### config.mk
export PLATFORM = sky130hd
export DESIGN_NAME = tw_timer_rd_slave
export DESIGN_NICKNAME = d
export VERILOG_FILES = /design/src/rtl/tw_pkg.sv /design/src/rtl/tw_bus_mon.sv /design/src/rtl/tw_byte_pick.sv /design/src/rtl/tw_link_fsm.sv /design/src/rtl/tw_timer_rd_slave.sv
export SDC_FILE = /design/constraint.sdc
export NUM_CORES = 1
export LEC_CHECK = 0
export BUFFER_PORTS_ARGS = -buffer_cell sky130_fd_sc_hd__clkbuf_2
export CORE_MARGIN = 2
export CORE_UTILIZATION = 35
export CTS_BUF_LIST = sky130_fd_sc_hd__clkbuf_8
export CTS_CLUSTER_DIAMETER = 50
export CTS_CLUSTER_SIZE = 30
export DETAILED_ROUTE_END_ITERATION = 10
export GPL_ROUTABILITY_DRIVEN = 0
export GPL_TIMING_DRIVEN = 0
export HOLD_SLACK_MARGIN = 0.03
export MAX_ROUTING_LAYER = met4
export PLACE_DENSITY = 0.56
export SYNTH_ARGS = -nofsm -noshare
export SYNTH_HDL_FRONTEND = slang
export SYNTH_SLANG_ARGS = --single-unit
### constraint.sdc
create_clock -name clk -period 4.91 [get_ports clk]
set_input_delay 0.7365 -clock clk [delete_from_list [all_inputs] [get_ports clk]]
set_output_delay 0.7365 -clock clk [all_outputs]
set_load 0.02 [all_outputs]
### src/rtl/tw_pkg.sv
package tw_pkg;

    typedef enum logic [3:0] {
        ST_IDLE,
        ST_ADDR,
        ST_PTR,
        ST_ACK_SET,
        ST_ACK_HOLD,
        ST_TX_BIT,
        ST_TX_REL,
        ST_TX_ACK,
        ST_TX_LOAD,
        ST_IGNORE
    } link_state_t;

    localparam logic [6:0] DEFAULT_DEV_ADDR = 7'b0110010;

endpackage

### src/rtl/tw_bus_mon.sv
module tw_bus_mon #(
    parameter int SYNC_STAGES = 2
) (
    input  logic clk,
    input  logic rst_n,
    input  logic scl_i,
    input  logic sda_i,
    input  logic en_i,
    output logic scl_s,
    output logic sda_s,
    output logic en_s,
    output logic scl_rise,
    output logic scl_fall,
    output logic start_det,
    output logic stop_det
);

    localparam int LAST = SYNC_STAGES - 1;

    logic [LAST:0] scl_q;
    logic [LAST:0] sda_q;
    logic [LAST:0] en_q;
    logic          scl_d;
    logic          sda_d;

    always_ff @(posedge clk or negedge rst_n) begin
        if (!rst_n) begin
            scl_q <= '1;
            sda_q <= '1;
            en_q  <= '0;
            scl_d <= 1'b1;
            sda_d <= 1'b1;
        end else begin
            scl_q <= {scl_q[LAST-1:0], scl_i};
            sda_q <= {sda_q[LAST-1:0], sda_i};
            en_q  <= {en_q[LAST-1:0], en_i};
            scl_d <= scl_q[LAST];
            sda_d <= sda_q[LAST];
        end
    end

    assign scl_s     = scl_q[LAST];
    assign sda_s     = sda_q[LAST];
    assign en_s      = en_q[LAST];
    assign scl_rise  = scl_s & ~scl_d;
    assign scl_fall  = ~scl_s & scl_d;
    assign start_det = scl_s & scl_d & sda_d & ~sda_s;
    assign stop_det  = scl_s & scl_d & ~sda_d & sda_s;

endmodule

### src/rtl/tw_byte_pick.sv
module tw_byte_pick #(
    parameter int TIME_BYTES = 4,
    parameter int CFG_BYTES  = 2,
    parameter int IDXW       = 8
) (
    input  logic                    use_cfg,
    input  logic [IDXW-1:0]         idx,
    input  logic [8*TIME_BYTES-1:0] time_reg,
    input  logic [8*CFG_BYTES-1:0]  cfg_reg,
    output logic [7:0]              byte_o
);

    always_comb begin
        byte_o = 8'hFF;
        if (use_cfg) begin
            for (int i = 0; i < CFG_BYTES; i++) begin
                if (idx == IDXW'(i)) byte_o = cfg_reg[8*(CFG_BYTES-1-i) +: 8];
            end
        end else begin
            for (int i = 0; i < TIME_BYTES; i++) begin
                if (idx == IDXW'(i)) byte_o = time_reg[8*(TIME_BYTES-1-i) +: 8];
            end
        end
    end

endmodule

### src/rtl/tw_link_fsm.sv
module tw_link_fsm
    import tw_pkg::*;
#(
    parameter logic [6:0] DEV_ADDR = DEFAULT_DEV_ADDR,
    parameter int         IDXW     = 8
) (
    input  logic            clk,
    input  logic            rst_n,
    input  logic            scl_s,
    input  logic            sda_s,
    input  logic            scl_rise,
    input  logic            scl_fall,
    input  logic            start_det,
    input  logic            stop_det,
    input  logic [7:0]      pick_byte,
    output logic [IDXW-1:0] idx,
    output logic            sel_cfg,
    output logic            sda_oe
);

    link_state_t state, nxt;
    logic [7:0]  sh;
    logic [2:0]  cnt;
    logic        rd_dir;
    logic        first_wr;
    logic        last_bit;
    logic [7:0]  in_byte;

    assign last_bit = (cnt == 3'd7);
    assign in_byte  = {sh[6:0], sda_s};

    always_comb begin
        nxt = state;
        if (stop_det) begin
            nxt = ST_IDLE;
        end else if (start_det) begin
            nxt = ST_ADDR;
        end else begin
            unique case (state)
                ST_IDLE:     nxt = ST_IDLE;
                ST_ADDR:     if (scl_rise && last_bit)
                                 nxt = (in_byte[7:1] == DEV_ADDR) ? ST_ACK_SET : ST_IGNORE;
                ST_PTR:      if (scl_rise && last_bit) nxt = ST_ACK_SET;
                ST_ACK_SET:  if (scl_fall) nxt = ST_ACK_HOLD;
                ST_ACK_HOLD: if (scl_fall) nxt = rd_dir ? ST_TX_BIT : ST_PTR;
                ST_TX_BIT:   if (scl_rise && last_bit) nxt = ST_TX_REL;
                ST_TX_REL:   if (scl_fall) nxt = ST_TX_ACK;
                ST_TX_ACK:   if (scl_rise) nxt = sda_s ? ST_IGNORE : ST_TX_LOAD;
                ST_TX_LOAD:  if (scl_fall) nxt = ST_TX_BIT;
                ST_IGNORE:   nxt = ST_IGNORE;
                default:     nxt = ST_IDLE;
            endcase
        end
    end

    always_ff @(posedge clk or negedge rst_n) begin
        if (!rst_n) state <= ST_IDLE;
        else        state <= nxt;
    end

    always_ff @(posedge clk or negedge rst_n) begin
        if (!rst_n) begin
            sh       <= '0;
            cnt      <= '0;
            rd_dir   <= 1'b0;
            first_wr <= 1'b0;
            idx      <= '0;
            sel_cfg  <= 1'b0;
            sda_oe   <= 1'b0;
        end else if (stop_det) begin
            cnt     <= '0;
            sda_oe  <= 1'b0;
            sel_cfg <= 1'b0;
        end else if (start_det) begin
            cnt    <= '0;
            sda_oe <= 1'b0;
        end else begin
            unique case (state)
                ST_ADDR: if (scl_rise) begin
                    sh  <= in_byte;
                    cnt <= cnt + 3'd1;
                    if (last_bit) begin
                        rd_dir   <= sda_s;
                        first_wr <= 1'b1;
                        idx      <= '0;
                    end
                end
                ST_PTR: if (scl_rise) begin
                    sh  <= in_byte;
                    cnt <= cnt + 3'd1;
                    if (last_bit && first_wr) begin
                        first_wr <= 1'b0;
                        if (in_byte[0]) sel_cfg <= ~in_byte[7];
                    end
                end
                ST_ACK_SET: if (scl_fall) sda_oe <= 1'b1;
                ST_ACK_HOLD: if (scl_fall) begin
                    cnt <= '0;
                    if (rd_dir) begin
                        sh     <= pick_byte;
                        sda_oe <= ~pick_byte[7];
                    end else begin
                        sda_oe <= 1'b0;
                    end
                end
                ST_TX_BIT: begin
                    if (scl_rise) cnt <= cnt + 3'd1;
                    if (scl_fall) begin
                        sh     <= {sh[6:0], 1'b0};
                        sda_oe <= ~sh[6];
                    end
                end
                ST_TX_REL: if (scl_fall) sda_oe <= 1'b0;
                ST_TX_ACK: if (scl_rise && !sda_s && idx != '1) idx <= idx + 1'b1;
                ST_TX_LOAD: if (scl_fall) begin
                    cnt    <= '0;
                    sh     <= pick_byte;
                    sda_oe <= ~pick_byte[7];
                end
                default: ;
            endcase
        end
    end


    oe_scl_low_chk: assert property (@(posedge clk) disable iff (!rst_n)
        (sda_oe != $past(sda_oe)) |-> !$past(scl_s));


    ack_low_chk: assert property (@(posedge clk) disable iff (!rst_n)
        (state == ST_ACK_HOLD) |-> sda_oe);


    ignore_quiet_chk: assert property (@(posedge clk) disable iff (!rst_n)
        (state == ST_IGNORE) |-> !sda_oe);


    stop_clears_ptr_chk: assert property (@(posedge clk) disable iff (!rst_n)
        stop_det |=> !sel_cfg);


    ptr_write_only_chk: assert property (@(posedge clk) disable iff (!rst_n)
        !$stable(sel_cfg) |-> ($past(state) == ST_PTR || $past(stop_det)));

endmodule

### src/rtl/tw_timer_rd_slave.sv
module tw_timer_rd_slave
    import tw_pkg::*;
#(
    parameter logic [6:0] DEV_ADDR    = DEFAULT_DEV_ADDR,
    parameter int         TIME_BYTES  = 4,
    parameter int         CFG_BYTES   = 2,
    parameter int         SYNC_STAGES = 2
) (
    input  logic                    clk,
    input  logic                    rst_n,
    input  logic                    scl_i,
    input  logic                    sda_i,
    input  logic                    sel_en_i,
    input  logic [8*TIME_BYTES-1:0] time_reg_i,
    input  logic [8*CFG_BYTES-1:0]  cfg_reg_i,
    output logic                    sda_oe_o
);

    localparam int IDXW = 8;

    logic            scl_s, sda_s, en_s;
    logic            scl_rise, scl_fall, start_det, stop_det;
    logic [IDXW-1:0] idx;
    logic            sel_cfg;
    logic [7:0]      pick_byte;

    tw_bus_mon #(.SYNC_STAGES(SYNC_STAGES)) i_mon (
        .clk       (clk),
        .rst_n     (rst_n),
        .scl_i     (scl_i),
        .sda_i     (sda_i),
        .en_i      (sel_en_i),
        .scl_s     (scl_s),
        .sda_s     (sda_s),
        .en_s      (en_s),
        .scl_rise  (scl_rise),
        .scl_fall  (scl_fall),
        .start_det (start_det),
        .stop_det  (stop_det)
    );

    tw_byte_pick #(
        .TIME_BYTES (TIME_BYTES),
        .CFG_BYTES  (CFG_BYTES),
        .IDXW       (IDXW)
    ) i_pick (
        .use_cfg  (sel_cfg & en_s),
        .idx      (idx),
        .time_reg (time_reg_i),
        .cfg_reg  (cfg_reg_i),
        .byte_o   (pick_byte)
    );

    tw_link_fsm #(.DEV_ADDR(DEV_ADDR), .IDXW(IDXW)) i_fsm (
        .clk       (clk),
        .rst_n     (rst_n),
        .scl_s     (scl_s),
        .sda_s     (sda_s),
        .scl_rise  (scl_rise),
        .scl_fall  (scl_fall),
        .start_det (start_det),
        .stop_det  (stop_det),
        .pick_byte (pick_byte),
        .idx       (idx),
        .sel_cfg   (sel_cfg),
        .sda_oe    (sda_oe_o)
    );

endmodule

==> Word level (Yosys, flattened, before mapping) <==
Cells that the tools add are included.
{ "op_classes": {"addsub": 2, "n_mul": 0, "div_mod_pow": 0, "order_cmp": 0, "eq_ne": 37, "shifts": 0, "muxes": 56, "n_bitwise": 16, "n_reduce_logical": 26} }
{ "ops": {"columns": ["operator", "count"], "rows": [
  ["$mux 8", 10],
  ["$mux 4", 11],
  ["$ne 4x1->1 const B", 11],
  ["$pmux 4 s9", 1],
  ["$mux 7", 5],
  ["$pmux 7 s4", 1],
  ["$ne 2x1->1 const B", 10],
  ["$mux 1", 19],
  ["$eq 4x3->1 const B", 4],
  ["$eq 8x2->1 const B", 2],
  ["$pmux 8 s2", 1],
  ["$reduce_and 8->1", 2],
  ["$mux 3", 5],
  ["$reduce_and 6->1", 2],
  ["$reduce_bool 2->1", 6],
  ["$reduce_and 5->1", 2],
  ["$add 8x1->8 const B", 1],
  ["$and 1x1->1", 8],
  ["$eq 4x2->1 const B", 2],
  ["$eq 4x4->1 const B", 2],
  ["$eq 8x1->1 const B", 1],
  ["$logic_not 8->1", 1],
  ["$ne 8x8->1 const B", 1],
  ["$not 1->1", 8],
  ["other kinds (16)", 21]
]} }
{ "totals": {"regBits": 34, "latch_bits": 0, "mem_bits_rw": 0, "mem_bits_ro": 0, "output_inout_bits": 1, "elab_cells": 150, "mem_count": 0} }

==> Depth between registers and ports, before layout <==
{ "depth": {"word_depth": 12, "ltp_mapped": 8, "ltp_nobuf": 7} }

==> By module <==
Synthesis repeated with hierarchy kept, for this count alone.
{ "hier_totals": {"cells_unflattened": 246, "hier_area_um2": 2494.9} }
{ "modules_own_cells": {"columns": ["module", "n_inst", "cells_per_inst", "area_per_inst_um2", "seq_area_each_um2"], "rows": [
  ["tw_link_fsm", 1, 192, 1789.2, 650.6],
  ["tw_byte_pick", 1, 41, 459.2, 0.0],
  ["tw_bus_mon", 1, 12, 240.2, 207.7],
  ["tw_timer_rd_slave", 1, 1, 6.3, 0.0]
]} }

==> Worst setup path after synthesis <==
OpenSTA, ideal clock, no wires.
{ "synth_timing": {"path_type": "flip-flop to flip-flop", "from": "reg i_fsm.idx[0]", "to": "reg i_fsm.idx[6]", "setup_time_ps": 125, "arrival_time_ps": 1826, "slack_ps": 2959, "stages_incl_launch_ff": 8, "n_path_buf": 1, "synth_period_minus_slack_ps": 1951, "cell_sequence": "dfrtp_1 -> ha_1 -> clkbuf_1 -> and3_1 -> a2111o_1 -> a211oi_2 -> xnor2_1 -> nor2_1"} }
{ "synth_between": {"elab_chain_cells": 4, "word_cells_on_any_way": 7} }
{ "synth_lines": {"columns": ["item", "line", "text"], "rows": [
  ["from (decl)", "tw_link_fsm.sv:16", "output logic [IDXW-1:0] idx,"],
  ["from (signal assigned)", "tw_link_fsm.sv:114", "ST_TX_ACK: if (scl_rise && !sda_s && idx != '1) idx <= idx + 1'b1;"],
  ["branches (longest 4 deep; another with $add 8x1->8)", null, null]
]} }
Several ways; the timed one is not identified. The select of a mux whose other input is x is not followed.
A chain may end at the register's enable or synchronous reset.

==> Final worst setup path <==
{ "layout_timing": {"from": "reg i_mon.scl_q[1]", "to": "reg i_fsm.cnt[0]"} }
{ "layout_between": {"elab_chain_cells": 5, "word_cells_on_any_way": 14} }
{ "layout_lines": {"columns": ["item", "line", "text"], "rows": [
  ["from (decl)", "tw_bus_mon.sv:20", "logic [LAST:0] scl_q;"],
  ["from (signal assigned)", "tw_bus_mon.sv:34", "scl_q <= {scl_q[LAST-1:0], scl_i};"],
  ["$and 1x1->1", "tw_bus_mon.sv:47, tw_bus_mon.sv:48", null],
  ["$and 1x1->1, on equally long branches (2 in a row)", "tw_bus_mon.sv:48, tw_bus_mon.sv:47", null],
  ["$ne 4x1->1 (no line), or another cell as far along", null, null],
  ["$reduce_and 3->1 (no line) or $mux 3 (tied branches)", null, null],
  ["to (signal assigned)", "tw_link_fsm.sv:81", "cnt <= cnt + 3'd1;"],
  ["to (signal assigned)", "tw_link_fsm.sv:90", "cnt <= cnt + 3'd1;"],
  ["to (signal assigned)", "tw_link_fsm.sv:107", "if (scl_rise) cnt <= cnt + 3'd1;"],
  ["to (decl)", "tw_link_fsm.sv:23", "logic [2:0] cnt;"]
]} }
Parallel ways exist; a longest one is shown, timed or not.

==> out/results.tsv <==
stage	metric	value	unit
synthesis	Primary FF master, synth	sky130_fd_sc_hd__dfrtp_1	
floorplan	Initial Utilization	35.96	%
hold_path	worst min-delay path category	reg2reg	
synthesis	library cell with the highest instance count after synthesis	sky130_fd_sc_hd__nor2_1	
sta	final cycle utilization of the critical path	47.56	%
sta	Max transition margin	44.12	%
synthesis	count of mapped cells out of synthesis	284	
cts	clk root buf	sky130_fd_sc_hd__clkbuf_8	
cts	Clock Sink Count	34	
final_layout	Final Util	42.74	%
critical_path	CP max stage cell	sky130_fd_sc_hd__dfstp_2	
synthesis	top-area cell type share of the netlist area	29.00	%
global_route	wire length of the first global-routing pass	10.40	mm
floorplan	floorplan row count	30	
drt	number of search-and-repair iterations in the first detailed-routing pass	4	
cts	CTS Buffer Depth	2	
final_layout	multi-input gate area in the final layout	0.001433	sq mm
global_route	maximum number of pins on one net before global-route repair	35	
critical_path	largest fanout of any net on the critical path	10	
critical_path	critical path start-end classification	reg2reg	
final_layout	number of nets in the finished design	403	
floorplan	width of the chip	87.09	um
synthesis	async set or reset register ratio after synthesis	100.0	%
cts	Reg clk slew, reported paths	0.07	ns
final_layout	area added between synthesis and finish	18.85	%
sta	maximum operating frequency	428.3	MHz
cts	clock latency of the later-clocked register in the worst-skew pair	0.29	ns
sta	worst clock skew	0.007066	ns
sta	count of pins over their slew limit	0	
synthesis	Post-Syn Area per Cell	8.507	sq um
cts	CTS tree	done	
floorplan	I/O pins	54	
drt	iteration-0 DRC count of the detailed router	133	
critical_path	worst-path cell chain	buf_2 > nor4b_1 > a22oi_1 > o32ai_1 > mux2i_1 > nor2_1	
power_and_ir_drop	leakage power figure	0.001254	uW
job	max-cap violations	0	
drt	ratio of routed vias to standard cells	5.485	
cts	clock buffers created by TritonCTS	5	
synthesis	cell type contributing the most total cell area after synthesis	sky130_fd_sc_hd__dfrtp_1	
sta	unrepaired setup endpoints after global routing	no	
drt	WL met2	2.921	mm
critical_path	kind of start point of the critical path	register	
drt	WL met1	2.844	mm
critical_path	CP top delay family	compound AO/OA/AOI/OAI gates	
drt	DRC violation count after routing	0	
placement	Place WS	2.569	ns
critical_path	Worst Path Arrival	2.50	ns
placement	number of buffer cells added on primary ports	53	
status	run status	completed	
cts	number of setup buffers added after CTS	0	
synthesis	Synth Warn #	0	
drt	Vias	2331	
sta	Worst Slack Setup Final	2.575	ns
power_and_ir_drop	Power per Cell Area	458.6	mW/mm^2
drt	total length of routed met3 wires	300	um
placement	Final HPWL DP	4.832	mm
critical_path	Critical path buffers and inverters	1	
sta	final hold vios	0	
placement	placed cell area	0.002781	sq mm
floorplan	area of the core	0.006719	sq mm
cts	number of levels in the clock H-tree	2	
cts	number of hold buffers added after CTS	0	
sta	sum of negative setup slack	0	ns
floorplan	Die Span Y	87.09	um
global_route	vias in the first global route	2197	
synthesis	Syn Std Cell Area	0.002416	sq mm
final_layout	register area	858.3	sq um
final_layout	final non-filler cell area	0.002872	sq mm
global_route	Overflow after GRT	0	
sta	Hold Worst Slack	0.3581	ns
drt	Top Metal Used	met4	
sta	count of endpoints failing setup in the final report	0	
synthesis	Post-synth EDFFs	0	
critical_path	required time of the critical path	5.07	ns
drt	average wire length per cell after detail routing	14.53	um
cts	number of resized instances in the post-cts repair step	0	
synthesis	Net Count, Synth	343	
floorplan	die footprint	0.007584	sq mm
power_and_ir_drop	IR Drop Worst-Case VDD	194.3	uV
global_route	GRT Util Overall	17.93	%
synthesis	sequential element share of the synthesized area	35.53	%
critical_path	nature of the critical path endpoint	register	
final_layout	layout cells sized above 1	25.80	%
drt	wire length reported by the detailed router	6.174	mm
sta	Period minus WS final	2.335	ns
synthesis	number of distinct library cell variants in the gate-level netlist after synthesis	60	
final_layout	fill cell total of the finished layout	694	
drt	antenna-violating nets left	0	
synthesis	commonest cells in the netlist	sky130_fd_sc_hd__nor2_1 (32), sky130_fd_sc_hd__dfrtp_1 (28), sky130_fd_sc_hd__nand2_1 (25)	
critical_path	delay of the slowest cell on the worst path	0.53	ns
synthesis	#FFs+latches synth	34	
sta	actual transition at the worst max-transition pin	0.8357	ns
final_layout	ANT cells	0	
global_route	initial antenna violation count	0	
synthesis	largest cells by area after synthesis	sky130_fd_sc_hd__dfrtp_1 (29%), sky130_fd_sc_hd__dfstp_2 (6.5%), sky130_fd_sc_hd__nor2_1 (5.0%)	
worst register-to-register path, stage by stage, from the launching register on:
cell                      delay, ns
sky130_fd_sc_hd__dfstp_2       0.53
sky130_fd_sc_hd__buf_2         0.20
sky130_fd_sc_hd__nor4b_1       0.53
sky130_fd_sc_hd__a22oi_1       0.18
sky130_fd_sc_hd__o32ai_1       0.45
sky130_fd_sc_hd__mux2i_1       0.27
sky130_fd_sc_hd__nor2_1        0.06
cell type report:
cell class              count  share of cell area [%]
inverters                  10                   1.307
multi-input cells         221                   49.89
plain buffers              19                   3.050
well taps                  80                   3.486
clock inverters             3                  0.7407
clock buffers               5                   2.397
repair buffers             53                   9.237
flip-flops and latches     34                   29.89
kinds of logic (layout without fill, tap and decap cells):
family / Yosys count / count (layout) / synth area share [%]
flip-flops: 34 / 34 / 35.53
AO/OA/AOI/OAI: 90 / 90 / 26.83
adder cells (fa/ha/maj): 6 / 6 / 3.107
multiplexers: 5 / 5 / 2.072
XOR/XNOR: 9 / 9 / 3.263
AND/OR/NAND/NOR: 111 / 111 / 24.03
buffers and inverters: 29 / 90 / 5.179
flip-flops by register name, indices dropped and copies added, names as in the netlist, 2 cells and up:
name,cells
i_fsm.idx,8
i_fsm.state,4
i_mon.scl_q,2
i_mon.sda_q,2
i_fsm.sh,7
i_mon.en_q,2
i_fsm.cnt,3
metrics by stage:
step	power [uW]	cells
detailed placement	1114	417
floorplan	935.2	284
global placement	1108	417
finish	1317	425
global route	1436	425
CTS	1326	425
metal layers:
metal  vias up  GRT usage [%]
met5         -              -
met4         0          5.256
met3        10          3.128
met2        63          28.38
met1      1089          23.52
li1       1169              -
cell usage in the layout, fill, tap and decap left out, types with 4 or more instances in the layout:
cell and count:
sky130_fd_sc_hd__inv_1 10, sky130_fd_sc_hd__buf_2 10, sky130_fd_sc_hd__clkbuf_8 5, sky130_fd_sc_hd__o22ai_1 8, sky130_fd_sc_hd__o31ai_1 6, sky130_fd_sc_hd__a2bb2oi_1 7, sky130_fd_sc_hd__xnor2_1 6, sky130_fd_sc_hd__a21oi_1 11
sky130_fd_sc_hd__nor3b_1 6, sky130_fd_sc_hd__nor2b_1 8, sky130_fd_sc_hd__nand2b_1 5, sky130_fd_sc_hd__clkbuf_1 7, sky130_fd_sc_hd__nor2_1 32, sky130_fd_sc_hd__a21boi_0 4, sky130_fd_sc_hd__nand3_1 8, sky130_fd_sc_hd__a22oi_1 8
sky130_fd_sc_hd__o21ai_0 16, sky130_fd_sc_hd__nand2_1 25, sky130_fd_sc_hd__nand4_1 4, sky130_fd_sc_hd__clkbuf_2 53, sky130_fd_sc_hd__dfstp_2 6, sky130_fd_sc_hd__dfrtp_1 28, sky130_fd_sc_hd__ha_1 6, sky130_fd_sc_hd__mux2i_1 5
final timing paths:
kind / startpoint / to / slack [ns] / depth (start not counted)
max reg2reg: i_mon.scl_q[1] / i_fsm.cnt[0] / 2.58 / 6
max: i_mon.scl_q[1] / i_fsm.cnt[0] / 2.58 / 6
min reg2reg: i_mon.sda_q[0] / i_mon.sda_q[1] / 0.36 / 0
max in group asynchronous: rst_n / i_fsm.sel_cfg / 3.86 / 1
min in group asynchronous: rst_n / i_fsm.idx[4] / 0.53 / 1
min: i_mon.sda_q[0] / i_mon.sda_q[1] / 0.36 / 0
report_power, final:
part	total [uW]	internal [uW]	switching, uW
Combinational	709	304	405
Sequential	401	347	54.2
Clock	207	99.5	107
Total	1320	750	567
Power figures use the tool's default switching activity.
